### src/rtl/ofs_pkg.sv
package ofs_pkg;

  typedef enum logic [1:0] {
    BW36 = 2'b00,
    BW18 = 2'b01,
    BW9  = 2'b10,
    BW9B = 2'b11
  } bus_w_e;

  // number of slices one threshold register occupies for a bus width
  function automatic int slices_per_reg(input logic [1:0] bsel);
    case (bsel)
      2'b00:   return 1;
      2'b01:   return 2;
      default: return 3;
    endcase
  endfunction

endpackage

### src/rtl/ofs_ptr.sv
// Cyclic slice pointer: steps 0..(2*slices-1) and wraps.
module ofs_ptr #(
  parameter int PW = 3
) (
  input  logic          clk,
  input  logic          rst_n,
  input  logic          step,
  input  logic [1:0]    bus_sel,
  output logic [PW-1:0] ptr
);
  import ofs_pkg::*;

  logic [PW-1:0] last;

  always_comb last = PW'(2 * slices_per_reg(bus_sel) - 1);

  always_ff @(posedge clk) begin
    if (!rst_n)        ptr <= '0;
    else if (step)     ptr <= (ptr == last) ? '0 : ptr + 1'b1;
  end

  p_ptr_range_r9: assert property (@(posedge clk) disable iff (!rst_n)
    ptr <= 3'(5));
  p_ptr_hold_r9: assert property (@(posedge clk) disable iff (!rst_n)
    !step |=> $stable(ptr));
  p_ptr_wrap_r6: assert property (@(posedge clk) disable iff (!rst_n)
    (step && ptr == last) |=> ptr == '0);

endmodule

### src/rtl/ofs_slice_map.sv
// Maps a pointer value to target register, slice mask and shift.
module ofs_slice_map #(
  parameter int N  = 10,
  parameter int PW = 3
) (
  input  logic [1:0]    bus_sel,
  input  logic [PW-1:0] ptr,
  output logic          hi_reg,
  output logic          first,
  output logic          last,
  output logic [7:0]    shamt,
  output logic [N-1:0]  mask
);
  import ofs_pkg::*;

  localparam int S18 = (N + 1) / 2;
  localparam int S9  = (N + 2) / 3;
  localparam logic [N-1:0] M18 = N'((64'd1 << S18) - 64'd1);
  localparam logic [N-1:0] M9  = N'((64'd1 << S9) - 64'd1);

  logic [1:0] part;
  logic [2:0] spr;

  always_comb begin
    spr    = 3'(slices_per_reg(bus_sel));
    hi_reg = ({1'b0, ptr} >= {1'b0, PW'(spr)});
    part   = hi_reg ? 2'(ptr - PW'(spr)) : 2'(ptr);
    first  = (part == 2'd0);
    last   = ({1'b0, part} == spr - 3'd1);
    case (bus_sel)
      2'b00: begin
        shamt = 8'd0;
        mask  = '1;
      end
      2'b01: begin
        shamt = 8'(int'(part) * S18);
        mask  = M18 << shamt;
      end
      default: begin
        shamt = 8'(int'(part) * S9);
        mask  = M9 << shamt;
      end
    endcase
  end

endmodule

### src/rtl/ofs_ser_cnt.sv
// Serial bit position counter over the 2*N-bit stream.
module ofs_ser_cnt #(
  parameter int N = 10,
  localparam int CW = $clog2(2 * N)
) (
  input  logic          clk,
  input  logic          rst_n,
  input  logic          cap,
  output logic [CW-1:0] idx,
  output logic          first,
  output logic          last
);
  localparam logic [CW-1:0] LAST_IDX = CW'(2 * N - 1);

  assign first = (idx == '0);
  assign last  = (idx == LAST_IDX);

  always_ff @(posedge clk) begin
    if (!rst_n)   idx <= '0;
    else if (cap) idx <= last ? '0 : idx + 1'b1;
  end

  p_cnt_range_r2: assert property (@(posedge clk) disable iff (!rst_n)
    idx <= LAST_IDX);
  p_cnt_hold_r3: assert property (@(posedge clk) disable iff (!rst_n)
    !cap |=> $stable(idx));

endmodule

### src/rtl/ofs_bank.sv
// The two threshold registers and their valid flags.
module ofs_bank #(
  parameter int N       = 10,
  parameter int RST_VAL = 127,
  localparam int CW = $clog2(2 * N)
) (
  input  logic          clk,
  input  logic          rst_n,
  input  logic          par_we,
  input  logic          wr_hi,
  input  logic          wr_first,
  input  logic          wr_last,
  input  logic [N-1:0]  wr_mask,
  input  logic [N-1:0]  wr_val,
  input  logic          ser_we,
  input  logic [CW-1:0] ser_idx,
  input  logic          ser_first,
  input  logic          ser_last,
  input  logic          ser_bit,
  output logic [N-1:0]  ae_thr,
  output logic [N-1:0]  af_thr,
  output logic          ae_ok,
  output logic          af_ok
);
  logic [CW-1:0] af_idx;
  logic          in_ae;

  assign in_ae  = (ser_idx < CW'(N));
  assign af_idx = ser_idx - CW'(N);

  always_ff @(posedge clk) begin
    if (!rst_n) begin
      ae_thr <= N'(RST_VAL);
      af_thr <= N'(RST_VAL);
      ae_ok  <= 1'b1;
      af_ok  <= 1'b1;
    end else if (ser_we) begin
      if (in_ae) ae_thr[ser_idx] <= ser_bit;
      else       af_thr[af_idx]  <= ser_bit;
      if (ser_first) begin
        ae_ok <= 1'b0;
        af_ok <= 1'b0;
      end
      if (ser_last) begin
        ae_ok <= 1'b1;
        af_ok <= 1'b1;
      end
    end else if (par_we) begin
      if (wr_hi) begin
        af_thr <= (af_thr & ~wr_mask) | (wr_val & wr_mask);
        if (wr_first) af_ok <= 1'b0;
        if (wr_last)  af_ok <= 1'b1;
      end else begin
        ae_thr <= (ae_thr & ~wr_mask) | (wr_val & wr_mask);
        if (wr_first) ae_ok <= 1'b0;
        if (wr_last)  ae_ok <= 1'b1;
      end
    end
  end

  p_no_write_r8: assert property (@(posedge clk) disable iff (!rst_n)
    !(par_we || ser_we) |=> ($stable(ae_thr) && $stable(af_thr)));
  p_ser_clear_r2: assert property (@(posedge clk) disable iff (!rst_n)
    (ser_we && ser_first) |=> (!ae_ok && !af_ok));
  p_par_done_r7: assert property (@(posedge clk) disable iff (!rst_n)
    (par_we && !ser_we && wr_last && !wr_hi) |=> ae_ok);

endmodule

### src/rtl/ofs_loader.sv
// Threshold loader top: serial / parallel load, parallel readback.
module ofs_loader #(
  parameter int OFS_W   = 10,
  parameter int BUS_W   = 36,
  parameter int RST_VAL = 127
) (
  input  logic             clk,
  input  logic             rst_n,
  input  logic             ser_mode,
  input  logic [1:0]       bus_sel,
  input  logic             load_en,
  input  logic             wr_en,
  input  logic             ser_en,
  input  logic             ser_bit,
  input  logic [BUS_W-1:0] wdata,
  input  logic             rd_en,
  output logic [OFS_W-1:0] ae_thr,
  output logic [OFS_W-1:0] af_thr,
  output logic             ae_ok,
  output logic             af_ok,
  output logic [BUS_W-1:0] rd_data,
  output logic             rd_vld,
  output logic             clash
);
  localparam int PW  = 3;
  localparam int CW  = $clog2(2 * OFS_W);
  localparam int S18 = (OFS_W + 1) / 2;
  localparam int S9  = (OFS_W + 2) / 3;

  logic wr_req, rd_req, ser_cap;
  assign wr_req  = !ser_mode && load_en && wr_en;
  assign rd_req  = load_en && rd_en;
  assign ser_cap = ser_mode && load_en && ser_en;

  // pointers: write side and read side, same cyclic order
  logic [PW-1:0] wptr, rptr;

  ofs_ptr #(.PW(PW)) wptr_i (
    .clk(clk), .rst_n(rst_n), .step(wr_req), .bus_sel(bus_sel), .ptr(wptr));
  ofs_ptr #(.PW(PW)) rptr_i (
    .clk(clk), .rst_n(rst_n), .step(rd_req), .bus_sel(bus_sel), .ptr(rptr));

  logic             w_hi, w_first, w_last, r_hi, r_first, r_last;
  logic [7:0]       w_sh, r_sh;
  logic [OFS_W-1:0] w_mask, r_mask;

  ofs_slice_map #(.N(OFS_W), .PW(PW)) wmap_i (
    .bus_sel(bus_sel), .ptr(wptr), .hi_reg(w_hi), .first(w_first),
    .last(w_last), .shamt(w_sh), .mask(w_mask));
  ofs_slice_map #(.N(OFS_W), .PW(PW)) rmap_i (
    .bus_sel(bus_sel), .ptr(rptr), .hi_reg(r_hi), .first(r_first),
    .last(r_last), .shamt(r_sh), .mask(r_mask));

  // serial bit position
  logic [CW-1:0] s_idx;
  logic          s_first, s_last;

  ofs_ser_cnt #(.N(OFS_W)) scnt_i (
    .clk(clk), .rst_n(rst_n), .cap(ser_cap), .idx(s_idx),
    .first(s_first), .last(s_last));

  // write data field, aligned onto its slice
  logic [OFS_W-1:0] fld, w_val;

  always_comb begin
    case (bus_sel)
      2'b00:   fld = wdata[OFS_W-1:0];
      2'b01:   fld = OFS_W'(wdata[S18-1:0]);
      default: fld = OFS_W'(wdata[S9-1:0]);
    endcase
    w_val = fld << w_sh;
  end

  ofs_bank #(.N(OFS_W), .RST_VAL(RST_VAL)) bank_i (
    .clk(clk), .rst_n(rst_n),
    .par_we(wr_req), .wr_hi(w_hi), .wr_first(w_first), .wr_last(w_last),
    .wr_mask(w_mask), .wr_val(w_val),
    .ser_we(ser_cap), .ser_idx(s_idx), .ser_first(s_first),
    .ser_last(s_last), .ser_bit(ser_bit),
    .ae_thr(ae_thr), .af_thr(af_thr), .ae_ok(ae_ok), .af_ok(af_ok));

  // readback: slice of the pre-edge register value, zero-extended
  logic [OFS_W-1:0] r_src, r_slice;
  logic             r_unused;

  assign r_src    = r_hi ? af_thr : ae_thr;
  assign r_slice  = (r_src & r_mask) >> r_sh;
  assign r_unused = r_first ^ r_last;

  always_ff @(posedge clk) begin
    if (!rst_n) begin
      rd_data <= '0;
      rd_vld  <= 1'b0;
      clash   <= 1'b0;
    end else begin
      rd_vld <= rd_req;
      clash  <= wr_req && rd_en;
      if (rd_req) rd_data <= BUS_W'(r_slice);
    end
  end

  p_rd_hold_r9: assert property (@(posedge clk) disable iff (!rst_n)
    !rd_req |=> (!rd_vld && $stable(rd_data)));
  p_ser_par_excl_r8: assert property (@(posedge clk) disable iff (!rst_n)
    ser_mode |=> $stable(wptr));

endmodule

### config.mk
export PLATFORM = sky130hd
export DESIGN_NAME = ofs_loader
export DESIGN_NICKNAME = d
export VERILOG_FILES = /design/src/rtl/ofs_pkg.sv /design/src/rtl/ofs_ptr.sv /design/src/rtl/ofs_slice_map.sv /design/src/rtl/ofs_ser_cnt.sv /design/src/rtl/ofs_bank.sv /design/src/rtl/ofs_loader.sv
export SDC_FILE = /design/constraint.sdc
export NUM_CORES = 1
export LEC_CHECK = 0
export ABC_AREA = 1
export BUFFER_PORTS_ARGS = -buffer_cell sky130_fd_sc_hd__buf_4
export CAP_MARGIN = 20
export CORE_ASPECT_RATIO = 0.6
export CORE_MARGIN = 2
export CORE_UTILIZATION = 30
export DETAILED_ROUTE_END_ITERATION = 12
export GPL_ROUTABILITY_DRIVEN = 1
export PLACE_DENSITY = 0.45
export SYNTH_ARGS = -nofsm -noshare
export SYNTH_HDL_FRONTEND = slang
export SYNTH_HIERARCHICAL = 1
export SYNTH_SLANG_ARGS = --single-unit
### constraint.sdc
create_clock -name clk -period 3.7 [get_ports clk]
set_input_delay 0.555 -clock clk [delete_from_list [all_inputs] [get_ports clk]]
set_output_delay 0.555 -clock clk [all_outputs]
set_load 0.01 [all_outputs]
# Word level (Yosys, flattened, before mapping)
# Index checks and enable logic that the tools add are counted.
# totals
register_bits,45
inputBits,46
out_inout_bits,60
elab_cells,104
# classes
n_addsub,8
mul,2
n_lt_le_gt_ge,7
n_eq_ne,9
shifts,6
mux,36
n_bitwise,7
n_reduce_logical,19
# ops
op,count
2-to-1 mux 10 bit,9
case mux 10 bit (2 select lines),3
bitwise AND 10 bit,4
case mux 8 bit (2 select lines),2
bitwise mux 10 bit,2
bitwise OR 10 bit,2
left shift 4 x 4 -> 10 bit (first input constant),2
left shift 5 x 8 -> 10 bit (first input constant),2
2-to-1 mux 1 bit,12
>= comparator 5 x 1 -> 1 bit (second input constant),2
less-than comparator 5 bit (second input constant),2
multiplier 2 x 3 -> 5 bit (second input constant),2
NOT 10 bit,1
left shift 10 x 8 -> 10 bit,1
>> shifter 10 x 8 -> 10 bit,1
demux 1 bit (select 4 bit),2
logical AND 1 bit,8
AND reduction 4 bit,2
adder 3 x 1 -> 3 bit (second input constant),2
== test 3 bit,2
>= comparator 3 x 2 -> 1 bit,2
2-to-1 mux 3 bit,2
inequality test 2 bit (second input constant),3
AND reduction 3 bit,2
other kinds (18),22

# Depth between registers and ports, before layout
# depth
word_depth,13
ltp_mapped,28
mapped_depth_nobuf,27

# By module
# The synthesis kept the hierarchy.
# modules_own_cells
mod,instances,cells_each,area_per_inst_um2
ofs_loader,1,315,1704.1
ofs_bank,1,297,1692.9
ofs_slice_map,2,67,422.9
ofs_ptr,2,29,177.7
ofs_ser_cnt,1,40,269.0

# Least setup slack after synthesis
# OpenSTA, ideal clock, no wires.
# synth_timing
path_type,in2reg
from,input bus_sel[0]
to,register (tool-made name)
setup_ns,0.064
arrival_time_ns,2.890
slack_ns,0.746
path_stages,23
n_path_buf,2
path_cell_list,inv_1 -> nor2_1 -> inv_1 -> ha_1 -> nand2_4 -> nand3_2 -> nand2_1 -> nand2_2 -> ha_1 -> inv_1 -> nor2_1 -> buf_2 -> inv_2 -> buf_4 -> nand3_1 -> nor2_1 -> a21oi_1 -> a31oi_1 -> nand3_1 -> a21boi_0 -> nand2_1 -> nand2_1 -> nor2_1
# synth_rtl
element,line_no,source
from (decl),ofs_loader.sv:10,"input logic [1:0] bus_sel,"

==> results by group <==
Floorplanning
  – I/O pin count: 106
  – DIE HEIGHT: 102.4 µm
  – Die Area: 17220 µm²
  – Initial Util: 31.08%
  – Die width: 168.1 µm
  – Total core area: 15590 µm²
  – FP Rows: 35

Cells and area
  – Antenna Cells: 0
  – Final non-filler cell total: 1086
  – Final net count: 939
  – Share of layout cells above drive strength 1: 16.87%
  – Area Overhead vs Synth: 12.50%

Clocking
  – Post-CTS setup buffer count: 0
  – Clock root buffer: clkbuf_16
  – Reg clk slew, reported paths: 0.07 ns
  – H-tree depth: 2
  – Cts bufs inserted: 5
  – Clock buffer depth: 2
  – Clock Latency Late Sink: 0.29 ns
  – Resized Gates After CTS: 0
  – Clock sinks: 45
  – Hold bufs inserted after CTS: 0
  – CTS tree: yes

Power and ir drop
  – Comb power frac: 31.2%
  – Pint: 0.001061 W
  – Clock power frac: 36.4%
  – Peak supply drop: 0.1435 mV
  – Leak pwr: 2.690 nW
  – Sw frac: 34.98%
  – Pwr/cell area: 299.2 nW/µm²
  – Net switching power figure: 0.0005706 W
  – Reg power frac: 32.4%

STA
  – Worst slew pin tran: 0.6417 ns
  – Post-layout min period: 3.254 ns
  – Clock skew: 0.002871 ns
  – Maximum clock frequency: 307.3 MHz
  – Final period util: 87.94%
  – Max Slew Vio Count: 0
  – RSZ-0062 raised after global routing: false
  – Slew headroom: 57.22%
  – Hold Violations, Final: 0
  – # setup viols final: 0
  – Final setup TNS: 0 ns

Routing
  – Per-cell routed wire length: 13.36 µm
  – Vias: 5081
  – Residual DRC count: 0
  – Drt first-iter violations: 394
  – Total wire length: 14.51 mm
  – DR vias/cell: 4.679
  – First drt pass iteration count: 5
  – Antenna Nets Post-Route: 0

GRT
  – First-pass GRT wire length: 24.21 mm
  – Total gr overflow: 0
  – GRT Overall Usage: 17.78%
  – Largest net degree at the start of global routing: 35
  – Vias in the first global route: 4456
  – Initial antenna violation count: 0

Synthesis
  – Syn_area_per_cell: 5.769 µm²
  – Gate Count Post-Synth: 840
  – Synth warnings: 6
  – Cell Area, Synth: 4846 µm²

Setup path
  – Critical register-to-register path startpoint: wptr_i/ptr[0]
  – CP max FO: 12
  – Critical path class: in -> reg
  – Crit path capture type: register
  – R2R setup slack: 0.62 ns
  – R2R depth: 20
  – Worst path arrival time: 3.49 ns
  – Startpoint type of the worst setup path: input port
  – WP data required: 3.93 ns

Placement
  – Dpl hpwl: 11.79 mm
  – Cells after DPL: 1078
  – RePlAce Congestion: 0.9310
  – Port-buffer cells: 53

Min path
  – Hold path cells: 2
  – Min-Delay Endpoint: rd_data[6]
  – HP Class: reg -> reg
  – Hold Crit Start: rd_data[6]

Flow run
  – Max Cap Viol: 0

Outcome
  – Status: complete, no violations
==> metrics by stage <==
| step | util (%) | total power, W | cell area (µm²) | hold WS (ns) | setup WS [ns] |
|---|---|---|---|---|---|
| CTS | 34.97 | 0.001649 | 5451 | 0.4673 | 0.5345 |
| global route | 34.97 | 0.001744 | 5451 | 0.4910 | 0.2213 |
| floorplan | - | 0.0009413 | 4962 | 0.4886 | 0.7464 |
| finish | 34.97 | 0.001631 | 5451 | 0.4667 | 0.4463 |
| global placement | 33.75 | 0.001043 | 5261 | 0.4594 | 0.2137 |
| detailed placement | 33.75 | 0.001040 | 5261 | 0.4563 | 0.2404 |
==> how the worst max path moves through the flow <==
stage / startpoint / end / slack (ns) / depth (start not counted)
2_1_floorplan: bus_sel[0] / register / 0.75 / 23
3_3_place_gp: bus_sel[0] / register / 0.21 / 23
3_5_place_dp: bus_sel[0] / register / 0.24 / 23
4_1_cts: bus_sel[0] / register / 0.53 / 23
5_1_grt: bus_sel[0] / register / 0.22 / 24
6_report: bus_sel[0] / register / 0.45 / 23
==> power by group through the flow <==
stage,logic [W],clock network [W],registers (W)
after floorplan,0.000402,0,0.000539
after global placement,0.000503,0,0.000540
after CTS,0.000503,0.000618,0.000528
after global routing,0.000578,0.000634,0.000531
final,0.000508,0.000594,0.000528
after detailed placement,0.000500,0,0.000539
==> critical path: stages <==
cell      delay [ns]
buf_4           0.08
inv_1           0.06
nor2_1          0.21
inv_1           0.10
ha_1            0.35
nand2_4         0.12
nand3_2         0.08
nand2_1         0.08
nand2_2         0.05
ha_1            0.18
inv_1           0.06
nor2_1          0.04
buf_4           0.15
inv_2           0.15
nand3_1         0.18
nor2_1          0.16
a21oi_1         0.08
a31oi_1         0.27
nand3_1         0.16
a21boi_0        0.17
nand2_1         0.08
nand2_1         0.04
nor2_1          0.08
==> routing by layer <==
| layer | global-route usage (%) | share of wire, % | vias up |
|---|---|---|---|
| li1 | - | - | 2682 |
| met3 | 3.641 | 6.3 | 9 |
| met1 | 30.56 | 62 | 2251 |
| met4 | 2.321 | 0.50 | 0 |
| met2 | 21.46 | 31 | 139 |
| met5 | 0 | 0 | - |
==> cells in the final DEF, fill, tap and decap left out, types with 5 or more instances in the layout <==
master / instances
a21oi_1: 23
buf_4: 69
clkbuf_16: 5
conb_1: 34
dfxtp_1: 45
ha_1: 11
inv_1: 82
inv_2: 12
nand2_1: 250
nand2_2: 20
nand2_4: 8
nand3_1: 109
nand3_2: 7
nand4_1: 6
nor2_1: 108
nor2_2: 7
nor2_4: 5
o21ai_0: 26
o21ai_1: 11
==> area by class of cell <==
type,instances,area [µm²]
clock buffers,5,125.1
well taps,203,254.0
clock inverters,3,65.06
fillers,1768,10140
repair buffers,69,518.0
inverters,97,365.4
flip-flops and latches,45,900.9
multi-input cells,664,3223
No activity file was read; power rests on OpenSTA's default activity.
